[src/rtl/xpt_pkg.sv]
package xpt_pkg;

    localparam int unsigned XPT_LANES  = 16;
    localparam int unsigned XPT_WORD_W = 8;
    localparam int unsigned XPT_SRC_W  = 4;

    // Field order is fixed by the write bus: [7] drive, [6] term, [5] swap, [4] spare, [3:0] source.
    typedef struct packed {
        logic                 drive;
        logic                 term;
        logic                 swap;
        logic                 spare;
        logic [XPT_SRC_W-1:0] src;
    } lane_cfg_t;

endpackage

[src/rtl/xpt_cfg_bank.sv]
module xpt_cfg_bank
    import xpt_pkg::*;
#(
    parameter int unsigned NLANES = XPT_LANES,
    localparam int unsigned IDX_W = $clog2(NLANES)
) (
    input  logic                        clk,
    input  logic                        rst_n,
    input  logic                        we,
    input  logic [IDX_W-1:0]            idx,
    input  logic [XPT_WORD_W-1:0]       wdata,
    output lane_cfg_t [NLANES-1:0]      cfg_o
);

    typedef struct packed {
        lane_cfg_t [NLANES-1:0] word;
    } bank_t;

    bank_t st_d, st_q;

    always_comb begin
        st_d = st_q;
        for (int k = 0; k < NLANES; k++) begin
            if (we && (idx == IDX_W'(k))) begin
                st_d.word[k] = lane_cfg_t'(wdata);
            end
        end
    end

    always_ff @(posedge clk or negedge rst_n) begin
        if (!rst_n) begin
            st_q <= '0;
        end else begin
            st_q <= st_d;
        end
    end

    assign cfg_o = st_q.word;

    for (genvar g = 0; g < NLANES; g++) begin : g_word_chk

        wr_land_chk: assert property (@(posedge clk) disable iff (!rst_n)
            (we && idx == IDX_W'(g)) |=> (cfg_o[g] == lane_cfg_t'($past(wdata))));

        wr_hold_chk: assert property (@(posedge clk) disable iff (!rst_n)
            !(we && idx == IDX_W'(g)) |=> $stable(cfg_o[g]));
    end

endmodule

[src/rtl/xpt_lane_route.sv]
module xpt_lane_route
    import xpt_pkg::*;
#(
    parameter int unsigned NLANES = XPT_LANES,
    parameter int unsigned SELF   = 0
) (
    input  logic                   clk,
    input  logic                   rst_n,
    input  lane_cfg_t [NLANES-1:0] cfg,
    input  logic [NLANES-1:0]      rx_norm,
    output logic                   tx_o,
    output logic                   oe_o,
    output logic                   term_o,
    output logic                   fault_o
);

    logic [XPT_SRC_W-1:0] pick;
    logic                 pick_busy;
    logic                 pick_self;

    always_comb begin
        pick      = cfg[SELF].src;
        pick_busy = cfg[pick].drive;
        pick_self = (pick == XPT_SRC_W'(SELF));
        oe_o      = cfg[SELF].drive;
        term_o    = cfg[SELF].term;
        fault_o   = oe_o && (pick_busy || pick_self);
        if (oe_o && !fault_o) begin
            tx_o = rx_norm[pick] ^ cfg[SELF].swap;
        end else begin
            tx_o = 1'b0;
        end
    end


    idle_quiet_chk: assert property (@(posedge clk) disable iff (!rst_n)
        !oe_o |-> (!tx_o && !fault_o));

    fault_quiet_chk: assert property (@(posedge clk) disable iff (!rst_n)
        fault_o |-> !tx_o);

    self_pick_chk: assert property (@(posedge clk) disable iff (!rst_n)
        (oe_o && pick == XPT_SRC_W'(SELF)) |-> fault_o);

endmodule

[src/rtl/xpt_router.sv]
module xpt_router
    import xpt_pkg::*;
#(
    parameter int unsigned NLANES = XPT_LANES,
    localparam int unsigned IDX_W = $clog2(NLANES)
) (
    input  logic                  clk,
    input  logic                  rst_n,
    input  logic                  cfg_we,
    input  logic [IDX_W-1:0]      cfg_idx,
    input  logic [XPT_WORD_W-1:0] cfg_data,
    input  logic [NLANES-1:0]     pad_rx,
    output logic [NLANES-1:0]     pad_tx,
    output logic [NLANES-1:0]     pad_drive_en,
    output logic [NLANES-1:0]     term_on,
    output logic [NLANES-1:0]     src_fault
);

    lane_cfg_t [NLANES-1:0] cfg;
    logic [NLANES-1:0]      rx_norm;

    xpt_cfg_bank #(.NLANES(NLANES)) bank_i (
        .clk   (clk),
        .rst_n (rst_n),
        .we    (cfg_we),
        .idx   (cfg_idx),
        .wdata (cfg_data),
        .cfg_o (cfg)
    );

    for (genvar g = 0; g < NLANES; g++) begin : g_lane
        assign rx_norm[g] = pad_rx[g] ^ cfg[g].swap;

        xpt_lane_route #(.NLANES(NLANES), .SELF(g)) route_i (
            .clk     (clk),
            .rst_n   (rst_n),
            .cfg     (cfg),
            .rx_norm (rx_norm),
            .tx_o    (pad_tx[g]),
            .oe_o    (pad_drive_en[g]),
            .term_o  (term_on[g]),
            .fault_o (src_fault[g])
        );
    end


    reset_idle_chk: assert property (@(posedge clk)
        $rose(rst_n) |-> (pad_drive_en == '0 && term_on == '0 && src_fault == '0 && pad_tx == '0));

    drive_only_set_chk: assert property (@(posedge clk) disable iff (!rst_n)
        (!cfg_we && $past(!cfg_we)) |-> $stable(pad_drive_en));

endmodule

[config.mk]
export PLATFORM = sky130hd
export DESIGN_NAME = xpt_router
export DESIGN_NICKNAME = d
export VERILOG_FILES = /design/src/rtl/xpt_pkg.sv /design/src/rtl/xpt_cfg_bank.sv /design/src/rtl/xpt_lane_route.sv /design/src/rtl/xpt_router.sv
export SDC_FILE = /design/constraint.sdc
export NUM_CORES = 1
export LEC_CHECK = 0
export BUFFER_PORTS_ARGS = -buffer_cell sky130_fd_sc_hd__buf_2
export CORE_UTILIZATION = 50
export CTS_CLUSTER_DIAMETER = 30
export DETAILED_ROUTE_END_ITERATION = 10
export GPL_TIMING_DRIVEN = 0
export PLACE_DENSITY = 0.71
export SLEW_MARGIN = 40
export SYNTH_ARGS = -nofsm -noshare
export SYNTH_HDL_FRONTEND = slang
export SYNTH_SLANG_ARGS = --single-unit
[constraint.sdc]
create_clock -name clk -period 2.7 [get_ports clk]
set_input_delay 0.54 -clock clk [delete_from_list [all_inputs] [get_ports clk]]
set_output_delay 0.54 -clock clk [all_outputs]
set_load 0.1 [all_outputs]
==> impl_metrics.tcl, run 1 <==
set metrics [dict create \
    dr.pass1.iters 8 \
    final_common_cell "buf_4" \
    synth_area_um2 9670 \
    yosys_register_bits 112 \
    layout_min_cycle_time_ps 3320 \
    synthFlopType "dfrtp_1" \
    cts-hold-fix-buffers 0 \
    p_leak_uw 0.00534 \
    clk_pin_slew_ps 80 \
    htree_num_levels 3 \
    avgSynthCellArea_um2 12.3 \
    cts_tree "done" \
    initial_core_util_pct 51.3 \
    place_congestion 0.979 \
    final_cell_mix "116 x buf_4, 108 x mux2_2, 102 x mux4_2" \
    crit_arrival_ps 2780 \
    synth-xor-area-share_pct 3.35 \
    hold_violations 0 \
    via_per_inst 6.80 \
    synth-simple-area-share_pct 8.01 \
    ys_types 55 \
    synth_compound_area_share_pct 5.32 \
    slew-limit-headroom_pct 38.8 \
    maxCapViolations 0 \
    die_h_um 141 \
    fin_tns_setup_ps -10870 \
    yosysWarnings 0 \
    drive_above_1_share_pct 69.7 \
    synth_edf_count 0 \
    fp-row-count 50 \
    critical_path_class "register to output port" \
    fillCellCount 1267 \
    power.density_nw_per_um2 1070 \
    setup_viol 32 \
    track_usage_pct 36.9 \
    grt_max_degree 62 \
    syn_to_final_growth_pct 35.7 \
    nets 995 \
    setup_ws_ps -619 \
    violations "setup timing" \
    status "finished, violations left" \
    antenna_found_initial 0 \
    n_antenna_cell 0 \
    wl_per_cell_um 29.2 \
    final_antenna_net_count 0 \
    rsz0062_at_grt "true" \
    synth_fa_ha_area_share_pct 0 \
    grt_pass1_vias 8359 \
    num_vias 8360 \
    numCtsBuffers 9 \
    core_um2 18800 \
    drtIter0Drc 1234 \
    grt_pass1_wl_um 52200 \
    fp.dieW_um 141 \
    clock-sinks 112 \
    synth-async-reset-ratio_pct 100 \
    endpoint_kind "output port" \
    rr_startpoint "bank_i.cfg_o[95]" \
    io_pins 95 \
    synthCells 783 \
    r2r_slack_ps 1400 \
    worstReg2RegEnd "bank_i.cfg_o[95]" \
    cp_max_fo 8 \
    finalCritPeriodShare_pct 123 \
    io_buffers 92 \
    drc 0 \
    clockRootBuffer "clkbuf_16" \
    grt.overflow.total 0 \
    largest_reg_flops 112 \
    fmax_mhz 301 \
    irDropWorstVdd_uv 687 \
    start_kind "register" \
    tightest_slew_ps 917 \
    crit_required_ps 2160 \
    ys_seq_area_share_pct 29.0 \
    hold_ws_ps 102 \
    synth_fp_nets 814 \
    dp_hpwl_um 20800 \
    dieArea_um2 19900 \
    finalClockSkew_ps 0 \
    synth_top_family_by_area "multiplexers" \
    synth_mux_area_share_pct 44.7 \
    worstHoldPathType "primary input to async pin" \
    clkLatencyLatePin_ps 370 \
    clockBufferDepth 2 \
    finalWirelength_um 35900 \
    slew_viol_final 0 \
    ff2ff_path_depth 4 \
]
## timing repair
action	CTS	global route
setup buffers	82	10
pin swaps	61	26
gates resized for setup	348	52
hold endpoints to repair	0	0
setup endpoints to repair	32	32
gates cloned	9	3
## synthesized netlist by cell type, types with 6 or more instances
cell	number	area share [%]
nor3b_1	20	1.6
buf_2	18	0.93
a21oi_1	9	0.47
nor2_1	31	1.2
mux4_2	74	17
nand2_1	32	1.2
o32ai_1	6	0.54
xnor2_1	17	1.5
o21ai_0	18	0.93
dfrtp_1	112	29
mux2_2	114	13
xor2_1	20	1.8
mux4_1	37	10
and2_1	20	1.3
nor3_1	10	0.52
buf_4	66	5.1
buf_6	6	0.70
mux2i_1	40	4.1
clkbuf_1	48	1.9
inv_1	9	0.35
## where the power goes
| part | total [uW] | leakage, uW | internal (uW) | switching (uW) |
|---|---|---|---|---|
| sequential | 2660 | 0.00133 | 2090 | 570 |
| clock | 1390 | 0.000142 | 655 | 738 |
| combinational | 10000 | 0.00387 | 4570 | 5470 |
## cells by family (layout without fill, tap and decap cells)
family	after synthesis	count (layout)
compound gates	70	70
xor+xnor	37	37
buf+inv	159	345
flops	112	112
mux	265	265
simple gates	140	140
## per-stage QoR
| stage | power, uW | worst slack, ps | instance area [um2] | util, % | instances |
|---|---|---|---|---|---|
| finish | 14100 | -619 | 13100 | 69.7 | 1229 |
| global route | 14400 | -633 | 13100 | 69.7 | 1229 |
| CTS | 13400 | -531 | 12800 | 68.1 | 1220 |
| detailed placement | 10200 | -1030 | 10600 | 56.5 | 1136 |
| global placement | 10100 | -1180 | 10600 | 56.2 | 1135 |
| floorplan | 8660 | -59.5 | 9790 | - | 783 |
## worst max-delay path: stages, from the launching register on
cell and delay, ps:
dfrtp_2 440, xor2_4 420, buf_6 200, mux4_2 230, mux2i_1 70, a32oi_1 250, xnor2_1 190, nor3b_2 270
buf_4 170, buf_12 160
## routing by layer
layer  vias to the layer above  routed length (um)  global-route usage [%]
li1                       3252                   -                       -
met1                      4113               12200                    44.7
met2                       758               15700                    54.7
met3                       237                5380                    15.3
met4                         0                2660                    23.1
met5                         -                   0                       0
## area by class of cell
| class | count | area, um2 | area share, % |
|---|---|---|---|
| plain buffers | 120 | 1070 | 8.18 |
| clock buffers | 10 | 229 | 1.75 |
| clock inverters | 6 | 60.1 | 0.458 |
| inverters | 12 | 51.3 | 0.391 |
| multi-input cells | 512 | 6560 | 50.0 |
| flip-flops and latches | 112 | 2850 | 21.7 |
| well taps | 260 | 325 | 2.48 |
| repair buffers | 197 | 1970 | 15.0 |
## worst max-delay path by stage
| stage | from | end | cells after the start |
|---|---|---|---|
| 6_report | bank_i.cfg_o[125] | pad_tx[5] | 9 |
| 5_1_grt | bank_i.cfg_o[37] | pad_tx[0] | 10 |
| 4_1_cts | bank_i.cfg_o[101] | pad_tx[5] | 9 |
| 3_5_place_dp | pad_rx[11] | pad_tx[5] | 10 |
| 3_3_place_gp | pad_rx[14] | pad_tx[5] | 10 |
| 2_1_floorplan | pad_rx[5] | pad_tx[13] | 8 |
Power figures use the tool's default switching activity.
==> inputs of run 2 (changes only) <==
- ABC_AREA: unset -> 1
- ABC_CLOCK_PERIOD_IN_PS: unset -> 2700
==> impl_metrics.tcl, run 2 <==
set metrics [dict create \
    ys_types 26 \
    violations "setup timing" \
    final_cell_area_um2 13500 \
    final_common_cell "nand2_1" \
    worst_path_dominant_cell_family "simple AND/OR/NAND/NOR gates" \
    cp_max_fo 5 \
    htree_num_levels 3 \
    final_cell_mix "540 x nand2_1, 290 x nand3_1, 140 x o21ai_0" \
    synthFlopType "dfrtp_1" \
    avgSynthCellArea_um2 5.93 \
    synth_top_cell_area_share_pct 26.4 \
    dp_hpwl_um 31400 \
    clock_power_share_pct 11.3 \
    synthTopCellsByCount "575 x nand2_1, 304 x nand3_1, 151 x o21ai_0" \
    tightest_slew_ps 591 \
    yosysTopAreaCell "dfrtp_1" \
    maxCapViolations 0 \
    final_antenna_net_count 0 \
    synthTopCellsByArea "dfrtp_1 26%, nand2_1 20%, nand3_1 14%" \
    setup_viol 4 \
    yosys_register_bits 112 \
    synth.most_common_cell "nand2_1" \
    critical_path_class "register to output port" \
    setup_ws_ps -54.6 \
    synth_fp_nets 1824 \
    clk_pin_slew_ps 90 \
    p_sw_uw 6850 \
    initial_core_util_pct 51.7 \
    syn_to_final_growth_pct 27.1 \
    clock-sinks 112 \
    yosysWarnings 0 \
    num_vias 13551 \
    p_comb_share_pct 68.9 \
    finalWirelength_um 49100 \
    grt_pass1_vias 11032 \
    p_leak_uw 0.00669 \
    finalCritPeriodShare_pct 102 \
    power.density_nw_per_um2 918 \
    cts-hold-fix-buffers 0 \
    p_int_uw 5550 \
    hold_violations 0 \
    fp-row-count 52 \
    worstPathCellList "inv_1 -> nand2_2 -> nand2_4 -> nand2_1 -> nand3_1 -> nand2_1 -> nand3_1 -> nand3_1 -> nand2_1 -> nor2_2 -> buf_4 -> buf_12" \
    io_buffers 92 \
    crit_arrival_ps 2210 \
    place_congestion 1.02 \
    layout_min_cycle_time_ps 2750 \
    worstHoldPathType "primary input to async pin" \
    place_area_um2 11500 \
    irDropWorstVdd_uv 646 \
    synthCells 1793 \
    start_kind "register" \
    cts_tree "done" \
    largest_reg_flops 112 \
    seqPwrFrac_pct 19.9 \
    rsz0062_at_grt "true" \
    dr.pass1.iters 6 \
    cp_num_buf_inv 3 \
    slew-limit-headroom_pct 60.6 \
    numCtsBuffers 9 \
    die_h_um 148 \
    slowest_stage "dfrtp_2" \
    endpoint_kind "output port" \
    hold_ws_ps 34.0 \
    clkLatencyLatePin_ps 380 \
    io_pins 95 \
    grt.overflow.total 0 \
    status "finished, violations left" \
    nets 1997 \
    fmax_mhz 363 \
    drtIter0Drc 1996 \
    slew_viol_final 0 \
    clockRootBuffer "clkbuf_16" \
    instances_no_fill 2240 \
    via_per_inst 6.05 \
    ys_seq_area_share_pct 26.4 \
    clockBufferDepth 2 \
    grt_max_degree 71 \
    crit_path_max_incr_delay_ps 460 \
    dieArea_um2 21800 \
    grt_pass1_wl_um 68100 \
    finalClockSkew_ps 0 \
    antenna_found_initial 0 \
    synth_edf_count 0 \
    drive_above_1_share_pct 26.1 \
    swShare_pct 55.2 \
    n_antenna_cell 0 \
    track_usage_pct 42.5 \
    drc 0 \
    synth-async-reset-ratio_pct 100 \
    wl_per_cell_um 21.9 \
    fp.dieW_um 148 \
    crit_required_ps 2160 \
    synth_area_um2 10600 \
    dp_cells 2156 \
    core_um2 20600 \
]
-- run 2: worst paths after layout --
kind                                    from                end  slack [ps]  depth (start not counted)
setup reg to reg           bank_i.cfg_o[103]  bank_i.cfg_o[103]        1530                          5
max in group asynchronous              rst_n   bank_i.cfg_o[93]        1950                          2
min in group clk                 cfg_data[3]  bank_i.cfg_o[107]         470                          3
hold / removal                         rst_n   bank_i.cfg_o[24]          30                          1
setup / recovery           bank_i.cfg_o[101]          pad_tx[5]         -50                         12
hold reg to reg             bank_i.cfg_o[22]   bank_i.cfg_o[22]         500                          2
-- run 2: repair_timing --
item,4_1_cts,5_1_grt
gates resized for setup,163,194
pin swaps,3,34
buffers inserted,16,44
setup endpoints to repair,32,31
gates cloned,1,9
-- run 2: cells by family after synthesis --
kind of cell / count (synthesis) / synth area share (%)
AOI/OAI and AO/OA: 344 / 17.2
buffers and inverters: 330 / 16.1
DFF: 112 / 26.4
and+or+nand+nor: 1007 / 40.3
-- run 2: per-layer routing --
metal | GRT usage [%] | wire [um] | share of wire, %
met4 | 21.8 | 3490 | 7.1
met3 | 9.69 | 6950 | 14
met1 | 58.0 | 18700 | 38
met2 | 62.7 | 20000 | 41
met5 | 0 | 0 | 0
-- run 2: final cells by class --
type	instances	area [um2]
Clock inverter	4	31.3
Multi-Input combinational cell	1355	6490
Fill cell	1888	7050
Tap cell	270	338
Clock buffer	11	243
Sequential cell	112	2830
Buffer	173	1410
Timing Repair Buffer	159	1530
Inverter	156	643
-- run 2: power groups by stage --
stage,Combinational (uW),Clock [uW],Sequential [uW]
6_report,8540,1400,2460
5_1_grt,8990,1440,2500
4_1_cts,7480,1390,2420
3_5_place_dp,6940,0,2460
3_3_place_gp,6860,0,2450
2_1_floorplan,5430,0,2310
-- run 2: per-stage QoR --
| step | TNS (ps) | utilization, % | setup slack, ps | power [uW] |
|---|---|---|---|---|
| floorplan | 0 | - | 497 | 7740 |
| global placement | -45160 | 55.6 | -398 | 9310 |
| detailed placement | -6580 | 55.8 | -401 | 9390 |
| CTS | -1.30 | 60.4 | -1.30 | 11300 |
| global route | -1160 | 65.7 | -121 | 12900 |
| finish | -149 | 65.7 | -54.6 | 12400 |
==> inputs of run 3 (changes only) <==
- CTS_CLUSTER_SIZE: unset -> 12
- SKIP_CTS_REPAIR_TIMING: unset -> 1
==> impl_metrics.tcl, run 3 (synthesis gave the netlist of run 2 again) <==
set metrics [dict create \
    cts_tree "done" \
    status "finished, violations left" \
    final_cell_mix "535 x nand2_1, 282 x nand3_1, 146 x buf_4" \
    hold_ws_ps 37.3 \
    slew-limit-headroom_pct 61.7 \
    place_area_um2 11500 \
    grt_max_degree 71 \
    rr_startpoint "bank_i.cfg_o[119]" \
    pre_cts_ws_ps -401 \
    tightest_slew_ps 574 \
    slew_viol_final 0 \
    fp.dieW_um 148 \
    clock-sinks 112 \
    io_pins 95 \
    syn_to_final_growth_pct 30.0 \
    htree_num_levels 3 \
    core_um2 20600 \
    finalWirelength_um 49400 \
    io_buffers 92 \
    r2r_slack_ps 1520 \
    start_kind "register" \
    final_antenna_net_count 0 \
    fp-row-count 52 \
    rsz0062_at_grt "true" \
    nets 2012 \
    dr.pass1.iters 7 \
    maxCapViolations 0 \
    clockRootBuffer "clkbuf_16" \
    dieArea_um2 21800 \
    clk_pin_slew_ps 90 \
    cp_max_fo 5 \
    clkLatencyLatePin_ps 370 \
    num_vias 13687 \
    die_h_um 148 \
    track_usage_pct 41.9 \
    setup_ws_ps -46.9 \
    finalClockSkew_ps 0 \
    power.density_nw_per_um2 912 \
    wl_per_cell_um 21.9 \
    irDropWorstVdd_uv 693 \
    fmax_mhz 364 \
    worstHoldPathType "primary input to async pin" \
    via_per_inst 6.07 \
    dp_hpwl_um 31400 \
    final_common_cell "nand2_1" \
    p_leak_uw 0.00682 \
    ff2ff_path_depth 3 \
    drc 0 \
    drtIter0Drc 1960 \
    crit_required_ps 2160 \
    grt_pass1_vias 10842 \
    drive_above_1_share_pct 27.8 \
    violations "setup timing" \
    numCtsBuffers 9 \
    worstReg2RegEnd "bank_i.cfg_o[119]" \
    layout_min_cycle_time_ps 2750 \
    grt.overflow.total 0 \
    endpoint_kind "output port" \
    clockBufferDepth 2 \
    fin_tns_setup_ps -135 \
    final_cell_area_um2 13800 \
    hold_violations 0 \
    critical_path_class "register to output port" \
    place_congestion 1.02 \
    antenna_found_initial 2 \
    setup_viol 6 \
    initial_core_util_pct 51.7 \
    largest_reg_flops 112 \
    crit_arrival_ps 2210 \
    finalCritPeriodShare_pct 102 \
    grt_pass1_wl_um 67200 \
]
run 3: changes by cell type in the layout (fill, tap and decap cells not counted), moves of 6 or more:
cell / before / now
a21oi_1: 113 / 105
a21oi_2: 11 / 19
buf_12: 38 / 44
buf_4: 128 / 146
nand2_2: 38 / 31
nand2_4: 21 / 32
nand3_1: 290 / 282
nand3_2: 14 / 22
run 3: per-stage QoR:
stage               std cells  util [%]  total power, uW
CTS                      2171      57.2            10800
floorplan                1793         -             7740
detailed placement       2156      55.8             9390
global route             2255      67.2            13100
finish                   2256      67.2            12600
global placement         2155      55.6             9310
run 3: worst max-delay path by stage:
stage	end	start
floorplan	pad_tx[14]	pad_rx[6]
global placement	pad_tx[5]	pad_rx[6]
detailed placement	pad_tx[5]	pad_rx[6]
CTS	src_fault[6]	bank_i.cfg_o[127]
global route	pad_tx[0]	bank_i.cfg_o[127]
finish	pad_tx[3]	bank_i.cfg_o[127]
run 3: report_power, final:
part	internal (uW)	leakage, uW	switching [uW]
clock network	653	0.000124	753
registers	2050	0.00137	449
logic	2960	0.00533	5740
run 3: per-layer routing:
metal	vias to the layer above	GRT usage [%]	wire (um)
met5	-	0	0
met4	0	20.6	3110
met3	239	9.04	6910
met2	1015	61.8	20600
met1	6244	57.7	18800
li1	6189	-	-
run 3: final cells by class:
type,instances,area [um2]
inverters,156,652
flip-flops and latches,112,2840
diodes,1,2.50
plain buffers,172,1420
clock inverters,4,31.3
well taps,270,338
fillers,1843,6740
clock buffers,11,243
repair buffers,174,1660
multi-input cells,1356,6650
run 3: worst max-delay path: stages, from the launching register on:
cell        delay [ps]
dfrtp_1            420
buf_12             150
clkinvlp_4         140
buf_12             160
nand2_1             60
o211ai_1            80
nand2_1             80
nand2_1             80
nand3_2             90
a21oi_2            150
nand2_1             60
nor2_1              80
buf_4              120
buf_12             160
